<file path="config.mk">
export PLATFORM = sky130hd
export DESIGN_NAME = bo_burst_target
export DESIGN_NICKNAME = d
export VERILOG_FILES = /design/src/rtl/bo_pkg.sv /design/src/rtl/bo_cmd_decode.sv /design/src/rtl/bo_addr_gen.sv /design/src/rtl/bo_term_ctrl.sv /design/src/rtl/bo_burst_target.sv
export SDC_FILE = /design/constraint.sdc
export NUM_CORES = 1
export LEC_CHECK = 0
export CORE_UTILIZATION = 35
export CTS_CLUSTER_SIZE = 28
export DETAILED_ROUTE_END_ITERATION = 8
export HOLD_SLACK_MARGIN = 0.12
export SETUP_SLACK_MARGIN = 0.1
export SLEW_MARGIN = 30
export SYNTH_ARGS = -nofsm -noshare
export SYNTH_HDL_FRONTEND = slang
export SYNTH_SLANG_ARGS = --single-unit
</file>
<file path="constraint.sdc">
create_clock -name clk -period 2.9 [get_ports clk]
set_input_delay 0.29 -clock clk [delete_from_list [all_inputs] [get_ports clk]]
set_output_delay 0.29 -clock clk [all_outputs]
set_load 0.1 [all_outputs]
</file>
<file path="src/rtl/bo_pkg.sv">
package bo_pkg;

  typedef enum logic [1:0] {
    KIND_LINEAR   = 2'b00,
    KIND_WRAP_LIN = 2'b01,
    KIND_SINGLE   = 2'b10
  } burst_kind_t;

  typedef enum logic [1:0] {
    ST_IDLE = 2'b00,
    ST_DATA = 2'b01,
    ST_HALT = 2'b10
  } term_state_t;

  // Read family: plain read, multiple read, line read
  function automatic logic cmd_is_read(input logic [3:0] c);
    return (c == 4'b0110) || (c == 4'b1100) || (c == 4'b1110);
  endfunction

  // Write family: plain write, write-and-invalidate
  function automatic logic cmd_is_write(input logic [3:0] c);
    return (c == 4'b0111) || (c == 4'b1111);
  endfunction

  // Classification of the two low address bits given the line size
  function automatic burst_kind_t classify(input logic [1:0] low, input logic cls_zero);
    burst_kind_t k;
    case (low)
      2'b00:   k = KIND_LINEAR;
      2'b10:   k = cls_zero ? KIND_SINGLE : KIND_WRAP_LIN;
      default: k = KIND_SINGLE;
    endcase
    return k;
  endfunction

  // True when the word after 'word' begins a new line of 'cls' words (power of two)
  function automatic logic line_last(input logic [31:0] word, input logic [31:0] cls);
    logic [31:0] nxt;
    nxt = word + 32'd1;
    return (cls != 32'd0) && ((nxt & (cls - 32'd1)) == 32'd0);
  endfunction

endpackage

</file>
<file path="src/rtl/bo_cmd_decode.sv">
module bo_cmd_decode
  import bo_pkg::*;
#(
  parameter int CLS_W = 8
) (
  input  logic [3:0]       cmd,
  input  logic [1:0]       ad_low,
  input  logic [CLS_W-1:0] cls_words,
  output logic             is_mem,
  output logic             is_rd,
  output burst_kind_t      kind
);

  logic rd_hit;
  logic wr_hit;

  always_comb begin
    rd_hit = cmd_is_read(cmd);
    wr_hit = cmd_is_write(cmd);
    is_mem = rd_hit | wr_hit;
    is_rd  = rd_hit;
    kind   = classify(ad_low, cls_words == '0);
  end

  always_comb begin
    assert_cmd_exclusive_R9: assert (!(rd_hit && wr_hit))
      else $error("read and write decode both hit");
  end

endmodule

</file>
<file path="src/rtl/bo_addr_gen.sv">
module bo_addr_gen #(
  parameter int WORD_W = 30
) (
  input  logic              clk,
  input  logic              rst_n,
  input  logic              load,
  input  logic [WORD_W-1:0] load_val,
  input  logic              step,
  output logic [WORD_W-1:0] word
);

  logic [WORD_W-1:0] word_q;

  always_ff @(posedge clk) begin
    if (!rst_n)     word_q <= '0;
    else if (load)  word_q <= load_val;
    else if (step)  word_q <= word_q + 1'b1;
  end

  assign word = word_q;

  assert_advance_R2: assert property (@(posedge clk) disable iff (!rst_n)
    (step && !load) |=> (word == $past(word) + 1'b1));

  assert_hold_R2: assert property (@(posedge clk) disable iff (!rst_n)
    (!step && !load) |=> $stable(word));

endmodule

</file>
<file path="src/rtl/bo_term_ctrl.sv">
module bo_term_ctrl
  import bo_pkg::*;
#(
  parameter int WORD_W = 30,
  parameter int CLS_W  = 8
) (
  input  logic              clk,
  input  logic              rst_n,
  input  logic              start,
  input  burst_kind_t       start_kind,
  input  logic              start_rd,
  input  logic [CLS_W-1:0]  start_cls,
  input  logic              irdy,
  input  logic              last,
  input  logic [WORD_W-1:0] word,
  output logic              busy,
  output logic              trdy,
  output logic              stop,
  output logic              beat_done,
  output burst_kind_t       kind
);

  term_state_t       state_q, state_d;
  burst_kind_t       kind_q;
  logic              rd_q;
  logic [CLS_W-1:0]  cls_q;
  logic              at_line_end;
  logic              ends_here;

  always_ff @(posedge clk) begin
    if (!rst_n) begin
      kind_q <= KIND_LINEAR;
      rd_q   <= 1'b0;
      cls_q  <= '0;
    end else if (start) begin
      kind_q <= start_kind;
      rd_q   <= start_rd;
      cls_q  <= start_cls;
    end
  end

  always_comb begin
    at_line_end = rd_q && (kind_q != KIND_SINGLE) && line_last(32'(word), 32'(cls_q));
    trdy        = (state_q == ST_DATA);
    stop        = (state_q == ST_HALT) || ((state_q == ST_DATA) && at_line_end);
    beat_done   = irdy && trdy;
    ends_here   = beat_done && (last || stop);
  end

  always_comb begin
    state_d = state_q;
    case (state_q)
      ST_IDLE: if (start) state_d = ST_DATA;
      ST_DATA: begin
        if (ends_here)                            state_d = ST_IDLE;
        else if (beat_done && kind_q == KIND_SINGLE) state_d = ST_HALT;
      end
      ST_HALT: if (irdy) state_d = ST_IDLE;
      default: state_d = ST_IDLE;
    endcase
  end

  always_ff @(posedge clk) begin
    if (!rst_n) state_q <= ST_IDLE;
    else        state_q <= state_d;
  end

  assign busy = (state_q != ST_IDLE);
  assign kind = kind_q;

  assert_halt_no_data_R4: assert property (@(posedge clk) disable iff (!rst_n)
    (state_q == ST_HALT) |-> (stop && !trdy));

  assert_single_one_beat_R4: assert property (@(posedge clk) disable iff (!rst_n)
    (trdy && kind_q == KIND_SINGLE && beat_done && !last) |=> (stop && !trdy));

  assert_write_no_stop_R8: assert property (@(posedge clk) disable iff (!rst_n)
    (trdy && !rd_q) |-> !stop);

  assert_idle_quiet_R11: assert property (@(posedge clk) disable iff (!rst_n)
    !busy |-> (!trdy && !stop));

  assert_line_end_R6: assert property (@(posedge clk) disable iff (!rst_n)
    (beat_done && stop) |=> !busy);

endmodule

</file>
<file path="src/rtl/bo_burst_target.sv">
module bo_burst_target
  import bo_pkg::*;
#(
  parameter int ADDR_W = 32,
  parameter int CLS_W  = 8,
  localparam int WORD_W = ADDR_W - 2
) (
  input  logic              clk,
  input  logic              rst_n,
  input  logic              frame_start,
  input  logic [3:0]        cmd,
  input  logic [ADDR_W-1:0] ad,
  input  logic [CLS_W-1:0]  cls_words,
  input  logic              irdy,
  input  logic              last,
  output logic              busy,
  output logic              trdy,
  output logic              stop,
  output logic [WORD_W-1:0] word_addr,
  output logic              beat_done,
  output logic [1:0]        burst_kind,
  output logic              addr_par
);

  logic        dec_mem;
  logic        dec_rd;
  burst_kind_t dec_kind;
  burst_kind_t cur_kind;
  logic        start;
  logic        par_q;

  bo_cmd_decode #(.CLS_W(CLS_W)) u_dec (
    .cmd       (cmd),
    .ad_low    (ad[1:0]),
    .cls_words (cls_words),
    .is_mem    (dec_mem),
    .is_rd     (dec_rd),
    .kind      (dec_kind)
  );

  assign start = frame_start && dec_mem && !busy;

  bo_addr_gen #(.WORD_W(WORD_W)) u_addr (
    .clk      (clk),
    .rst_n    (rst_n),
    .load     (start),
    .load_val (ad[ADDR_W-1:2]),
    .step     (beat_done),
    .word     (word_addr)
  );

  bo_term_ctrl #(.WORD_W(WORD_W), .CLS_W(CLS_W)) u_term (
    .clk        (clk),
    .rst_n      (rst_n),
    .start      (start),
    .start_kind (dec_kind),
    .start_rd   (dec_rd),
    .start_cls  (cls_words),
    .irdy       (irdy),
    .last       (last),
    .word       (word_addr),
    .busy       (busy),
    .trdy       (trdy),
    .stop       (stop),
    .beat_done  (beat_done),
    .kind       (cur_kind)
  );

  // Parity covers every address bit, low pair included, plus the command
  always_ff @(posedge clk) begin
    if (!rst_n)     par_q <= 1'b0;
    else if (start) par_q <= ^{ad, cmd};
  end

  assign addr_par   = par_q;
  assign burst_kind = cur_kind;

  assert_latch_R1: assert property (@(posedge clk) disable iff (!rst_n)
    start |=> (busy && word_addr == $past(ad[ADDR_W-1:2])));

  assert_ignore_R1: assert property (@(posedge clk) disable iff (!rst_n)
    (!busy && !(frame_start && dec_mem)) |=> !busy);

  assert_parity_hold_R3: assert property (@(posedge clk) disable iff (!rst_n)
    (busy && !start) |=> $stable(addr_par));

  assert_kind_hold_R10: assert property (@(posedge clk) disable iff (!rst_n)
    (busy && !start) |=> $stable(burst_kind));

endmodule

</file>
### Word level (Yosys, flattened, before mapping)

Index checks and enable logic that the tools add are counted.

| storage, ports and cells | value |
|---|---|
| flip-flop bits (word level) | 44 |
| input port bits | 49 |
| output and inout bits | 37 |
| word-level logic and storage cells | 57 |

| operators by class | value |
|---|---|
| add/subtract/negate cells | 3 |
| equality and inequality tests | 13 |
| multiplexer cells | 9 |
| bitwise logic cells | 2 |
| reduce and logical (&&, ||, !) cells | 24 |

Operators by type and width:

| cell | number |
|---|---|
| 30-bit two-way mux | 2 |
| 36-bit XOR reduction | 1 |
| 32-bit bitwise AND | 1 |
| 32-bit logical NOT | 1 |
| 30-bit by 1-bit adder with 31-bit output (second input constant) | 1 |
| 30-bit by 1-bit adder with 30-bit output (second input constant) | 1 |
| 4-bit == test (second input constant) | 3 |
| 2-bit two-way mux | 5 |
| 1-bit logical AND | 9 |
| 8-bit by 1-bit subtractor with 9-bit output (second input constant) | 1 |
| 4-bit by 3-bit == test with 1-bit output (second input constant) | 2 |
| 8-bit logical NOT | 1 |
| 8-bit nonzero test | 1 |
| 2-bit == test (second input constant) | 3 |
| 2-bit inequality test (second input constant) | 3 |
| 2-bit case mux with 3 select lines | 1 |
| 1-bit logical OR | 5 |
| 2-bit logical NOT | 2 |
| 2-bit case mux with 2 select lines | 1 |
| 2-bit nonzero test | 2 |
| 3-bit by 1-bit inequality test with 1-bit output (second input constant) | 1 |
| 3-bit AND reduction | 1 |
| 2-bit by 1-bit == test with 1-bit output (second input constant) | 1 |
| 1-bit logical NOT | 1 |
| 1-bit OR | 1 |

### Logic depth before layout (Yosys ltp)

| depth | value |
|---|---|
| depth in word-level cells | 11 |
| mapped depth | 10 |
| gate-level depth less buffers | 9 |

### Cells and area by module

A second synthesis with hierarchy kept.

| second synthesis, totals | value |
|---|---|
| cells, all modules | 483 |
| area, all modules | 3751.1 sq um |

Modules (own cells, without submodules):

| module | instances | cells each | area each (sq um) | seq. area each (sq um) |
|---|---|---|---|---|
| bo_addr_gen | 1 | 245 | 1904.3 | 600.6 |
| bo_term_ctrl | 1 | 190 | 1440.1 | 260.2 |
| bo_burst_target | 1 | 39 | 349.1 | 20.0 |
| bo_cmd_decode | 1 | 9 | 57.6 | 0.0 |

### Worst setup path before layout

No wires, ideal clock.

| path | value |
|---|---|
| path kind | register to register |
| start | register u_term.state_q[0] |
| end | register u_addr.word_q[18] (netlist: u_addr.word[18]) |
| setup time | 70 ps |
| arrival | 3930 ps |
| required time | 2830 ps |
| slack | -1100 ps |
| stages on the path, launching flop included | 9 |
| path buffers | 1 |
| period minus slack after synthesis | 4000 ps |
| cells stage by stage | dfxtp_1 -> nor2b_1 -> nand2_1 -> inv_1 -> clkbuf_1 -> o21ai_0 -> nand2_1 -> nand2_1 -> a21oi_1 |

| between the ends | value |
|---|---|
| elaborated cells on any way between the ends | 7 |
| classes of those cells | eq/ne (1); mux (1); reduce/logical (5) |

RTL lines:

| what | RTL line | text |
|---|---|---|
| start, declared | bo_term_ctrl.sv:23 | `term_state_t state_q, state_d;` |
| start signal, assigned | bo_term_ctrl.sv:65 | `else state_q <= state_d;` |
| 2-bit by 1-bit == test with 1-bit output | bo_term_ctrl.sv:44 | `trdy = (state_q == ST_DATA);` |
| via trdy | bo_burst_target.sv:17 | `output logic trdy,` |
| 1-bit logical AND | bo_term_ctrl.sv:46 | `beat_done = irdy && trdy;` |
| via beat_done | bo_burst_target.sv:20 | `output logic beat_done,` |
| 2-bit nonzero test (no line) | n/a |  |
| end signal, assigned | bo_addr_gen.sv:16 | `else if (load) word_q <= load_val;` |
| end signal, assigned | bo_addr_gen.sv:17 | `else if (step) word_q <= word_q + 1'b1;` |
| end, declared | bo_addr_gen.sv:12 | `logic [WORD_W-1:0] word_q;` |

The timed path passes the listed nets, and every way through them passes these cells.
A chain may end at the register's enable or synchronous reset.

### Worst setup path in the final report

| path | value |
|---|---|
| start | register u_addr.word_q[12] (netlist: u_addr.word[12]) |
| end | output stop |

| between the ends | value |
|---|---|
| word-level cells in the longest chain between the ends | 7 |

Ends and longest elaborated chain:

| what | RTL line | text |
|---|---|---|
| 30-bit by 1-bit adder with 31-bit output | bo_pkg.sv:39 | `nxt = word + 32'd1;` |
| 32-bit bitwise AND | bo_pkg.sv:40 | `return (cls != 32'd0) && ((nxt & (cls - 32'd1)) == 32'd0);` |
| 32-bit logical NOT | bo_pkg.sv:40 |  |
| 1-bit logical AND | bo_pkg.sv:40 |  |
| 1-bit logical AND | bo_term_ctrl.sv:43 | `at_line_end = rd_q && (kind_q != KIND_SINGLE) && line_last(32'(word), 32'(cls_q));` |
| 1-bit logical AND | bo_term_ctrl.sv:45 | `stop = (state_q == ST_HALT) \|\| ((state_q == ST_DATA) && at_line_end);` |
| 1-bit logical OR | bo_term_ctrl.sv:45 |  |
| end, declared | bo_burst_target.sv:18 | `output logic stop,` |

No other way between the ends.

==> impl_results.md <==
* Status: complete, but fails checks
* Failing checks: negative setup slack
* Global route overflow at 0
* Core Box Area at 0.00937 mm2
* Min cycle time layout at 2.97 ns
* CTS sink cnt at 44
* Total track usage at 0.236
* Mapped cell area at between 0.003 and 0.004 mm2
* Pins Over Slew Limit at 0
* CTS tree: yes
* Starting Density at 0.366
* Crit end category: output pin
* Worst-margin pin slew at 0.563 ns
* Fmax at 336 MHz
* Synthesis Warnings at 0
* Final nets at 625
* Dominant synthesized flop cell: dfxtp_1
* Root buffer cell: clkbuf_8
* RePlAce Congestion at approximately 0.85
* Synth Register Bits at 44
* R2r startpoint: u_term.cls_q[1]$_SDFFE_PN0P_
* Clock skew at 0.00955 ns
* Net count of the mapped netlist at around 520
* Clock power share at 0.267
* Dpl ws at 0.182 ns
* Post-synthesis area per instance at around 7.5 um2
* DIE WIDTH at 101 um
* Power share of the sequential group at 0.350
* Top routing layer in use: met4
* R2R setup slack at approximately 0.6 ns
* # diodes at 0
* Area growth from synthesis to layout at 41.6%
* Die area at 0.0102 mm2
* Peak supply drop at 237 uV
* Worst Hold Depth at 2
* CP startpoint kind: flop
* Largest net degree at the start of global routing at 45
* Number of global-route vias before repair at 3681
* Fill cell count at 963
* Via-to-Cell Ratio at roughly 5.5
* Die Y-Extent at 101 um
* Port Buffers at 85
* P per Cell Area at between 300 and 400 mW/mm2
* HP Class: reg2reg
* RSZ-0062 raised after global routing: true
* Fin crit share at 1.03
* Logic pwr share at 0.383
* Switching Share at 0.382
* Max-Cap Viols at 0
* Total Wirelength at 11800 um
* WL met1 at approximately 5300 um
* Initial antenna violation count at 0
* Seq/Total Area, Yosys at 0.256
* CTS clk-pin slew, worst paths at about 0.1 ns
* Hold Path Sink: u_term.rd_q$_SDFFE_PN0P_
* Non-Filler Cell Area, Final at 0.00486 mm2
* Post-Route Setup TNS at -0.0749 ns
* WS Path Type: reg2out
* Met2 Routed Length at 5600 um
* Dpl cell area at 0.00445 mm2
* First-pass GRT wire length at around 19000 um
* Min-delay src: u_term.rd_q$_SDFFE_PN0P_
* Internal power at ~0.0012 W
* Sw power at between 0.0007 and 0.0008 W
* I/O pin count at between 80 and 90
* FF-to-FF End: u_term.state_q[0]$_SDFFE_PN0P_
* DRT Pass-1 Iters at 5
* Non-Filler Instances at ~700
* DRC viols at 0
* FP Rows at 35
* Post-DP HPWL at 8440 um
* Worst slew margin at 0.622
* Register area at 975 um2
* Synth unique cells at 58
* Asr flop ratio synth at 0
* Critical Path Fanout Max at 8
* Overall Power at 0.00187 W
* Maximum clock insertion buffer count at 2
* Critical Path RT at 2.61 ns
* Hold-fix buffers, CTS at 0
* Worst Slack Setup Final at -0.0749 ns
* Routed Antenna Nets at 0
* CTS buffer count at 5
* Final setup vio count at 1
* Lkg Pwr at 1.80 nW
* Met3 WL at 698 um
* Clock Latency Late Sink at 0.32 ns
* Vias at 3832
* Post-synth EDFFs at 0
* Post-Syn Instances at 459
* Share of layout cells above drive strength 1 at 0.259
* H-tree levels at 2
* Reg2Reg Depth at 9
* Wirelength per Cell at 17.0 um
* Cells after DPL at approximately 660
* Fin. Hold Viols at 0
* Area of the multi-input gates at 0.00240 mm2
* Worst endpoint data arrival time at 2.68 ns
* Number of DRC markers in iteration 0 at 193
[placed cells by master (no fill, tap or decap), types with 3 or more instances in the layout]
| master | Yosys | routed |
|---|---|---|
| ha_1 | 10 | 9 |
| a222oi_1 | 5 | 5 |
| nand2_1 | 49 | 49 |
| xnor2_1 | 39 | 39 |
| buf_4 | 4 | 82 |
| nor2_1 | 46 | 44 |
| nor3b_1 | 3 | 3 |
| a32oi_1 | 4 | 4 |
| a211oi_1 | 4 | 3 |
| o21ai_0 | 26 | 26 |
| dfxtp_2 | 0 | 6 |
| nand4_1 | 13 | 13 |
| nor4_2 | 0 | 3 |
| or3_1 | 4 | 4 |
| a31oi_1 | 6 | 6 |
| buf_12 | 0 | 3 |
| a22oi_1 | 5 | 5 |
| nor4_1 | 7 | 4 |
| a221oi_1 | 10 | 10 |
| dfxtp_4 | 0 | 23 |
| o211ai_1 | 3 | 3 |
| inv_1 | 15 | 15 |
| clkdlybuf4s50_1 | 0 | 48 |
| or4_1 | 4 | 4 |
| clkbuf_8 | 5 | 5 |
| dfxtp_1 | 44 | 15 |
| a21oi_1 | 37 | 37 |
| nor3_1 | 24 | 22 |
| and2_1 | 5 | 5 |
| xor2_1 | 14 | 14 |
| nand3_1 | 7 | 7 |
[state kept, by name, indices dropped and copies added (netlist names)]
register,cells
u_addr.word,30
u_term.state_q,2
u_term.cls_q,8
u_term.kind,2
addr_par,1
u_term.rd_q,1
[synthesized netlist by cell type, drive strengths merged (2+ instances only)]
master	number	area, um2
and4	2	17.5
nor2b	3	18.8
a222oi	5	50.1
or2	2	12.5
nand3	8	45.0
o2111ai	2	17.5
nor4	7	43.8
nand2b	2	12.5
xnor2	39	342
nor3	25	130
inv	15	56.3
and2	5	31.3
nor2	46	173
or4	5	41.3
ha	10	125
a221oi	10	87.6
or3	4	25.0
nand2	49	184
nand4	15	106
a211o	2	17.5
a211oi	4	30.0
xor2	14	123
dfxtp	44	881
a2111oi	2	17.5
o211ai	3	22.5
o21ai	28	144
mux2i	2	20.0
clkbuf	25	146
a32oi	4	35.0
and3	4	25.0
a21oi	37	185
buf	8	50.1
nor3b	3	22.5
a22oi	6	50.1
a31o	3	26.3
a31oi	6	37.5
[critical path, stage by stage, from the launching register on]
cell and delay, ns:
dfxtp_4 0.41, nand2_1 0.10, or4_4 0.60, nor2_4 0.11, a31o_1 0.20, o2111ai_2 0.18
o311a_1 0.41, o21ai_4 0.16, buf_12 0.19
[power by group through the flow]
stage	clock network (W)	logic, W	registers (W)
6_report	0.000500	0.000719	0.000656
5_1_grt	0.000536	0.000762	0.000661
4_1_cts	0.000513	0.000716	0.000656
3_5_place_dp	0	0.000680	0.000681
3_3_place_gp	0	0.000675	0.000680
2_1_floorplan	0	0.000353	0.000795
[cell type report]
class / instances / area share
sequential: 44 / 0.200
multi-input combinational: 366 / 0.494
clock inverter: 3 / 0.00874
clock buffer: 5 / 0.0141
inverter: 16 / 0.0123
timing repair buffer: 133 / 0.238
tap: 129 / 0.0332
[what timing repair did]
action / CTS / global route
hold endpoints to repair: 0 / 0
pin swaps: 15 / 3
endpoints found under the setup margin: 1 / 1
buffers inserted: 28 / 1
gates resized for setup: 18 / 3
[worst max path at each step]
| stage | endpoint | start | cells after the start | slack, ns |
|---|---|---|---|---|
| CTS | stop | u_addr.word[18]$_SDFFE_PN0P_ | 8 | -0.03 |
| finish | stop | u_addr.word[12]$_SDFFE_PN0P_ | 8 | -0.07 |
| global placement | stop | u_addr.word[3]$_SDFFE_PN0P_ | 8 | 0.18 |
| floorplan | stop | u_addr.word[0]$_SDFFE_PN0P_ | 9 | -0.14 |
| detailed placement | stop | u_addr.word[2]$_SDFFE_PN0P_ | 8 | 0.18 |
| global route | stop | u_addr.word[19]$_SDFFE_PN0P_ | 8 | -0.17 |
[metal layers]
layer  up-vias  GRT usage
met5         -          0
met4         0     0.0769
met2       149      0.396
met3        20     0.0374
li1       1882          -
met1      1781      0.307
[per-stage QoR]
stage          hold slack, ns  utilization
3_3_place_gp            0.452        0.474
4_1_cts                 0.480        0.517
3_5_place_dp            0.460        0.474
2_1_floorplan           0.412            -
6_report                0.482        0.519
5_1_grt                 0.501        0.519
[cells by family after synthesis]
family          Yosys count  share of synthesized area
compound gates          117                      0.222
xor+xnor                 53                      0.135
fa+ha+maj                10                     0.0364
buf+inv                  49                     0.0747
flops                    44                      0.256
mux                       2                    0.00583
simple gates            184                      0.270
Power figures use the tool's default switching activity.
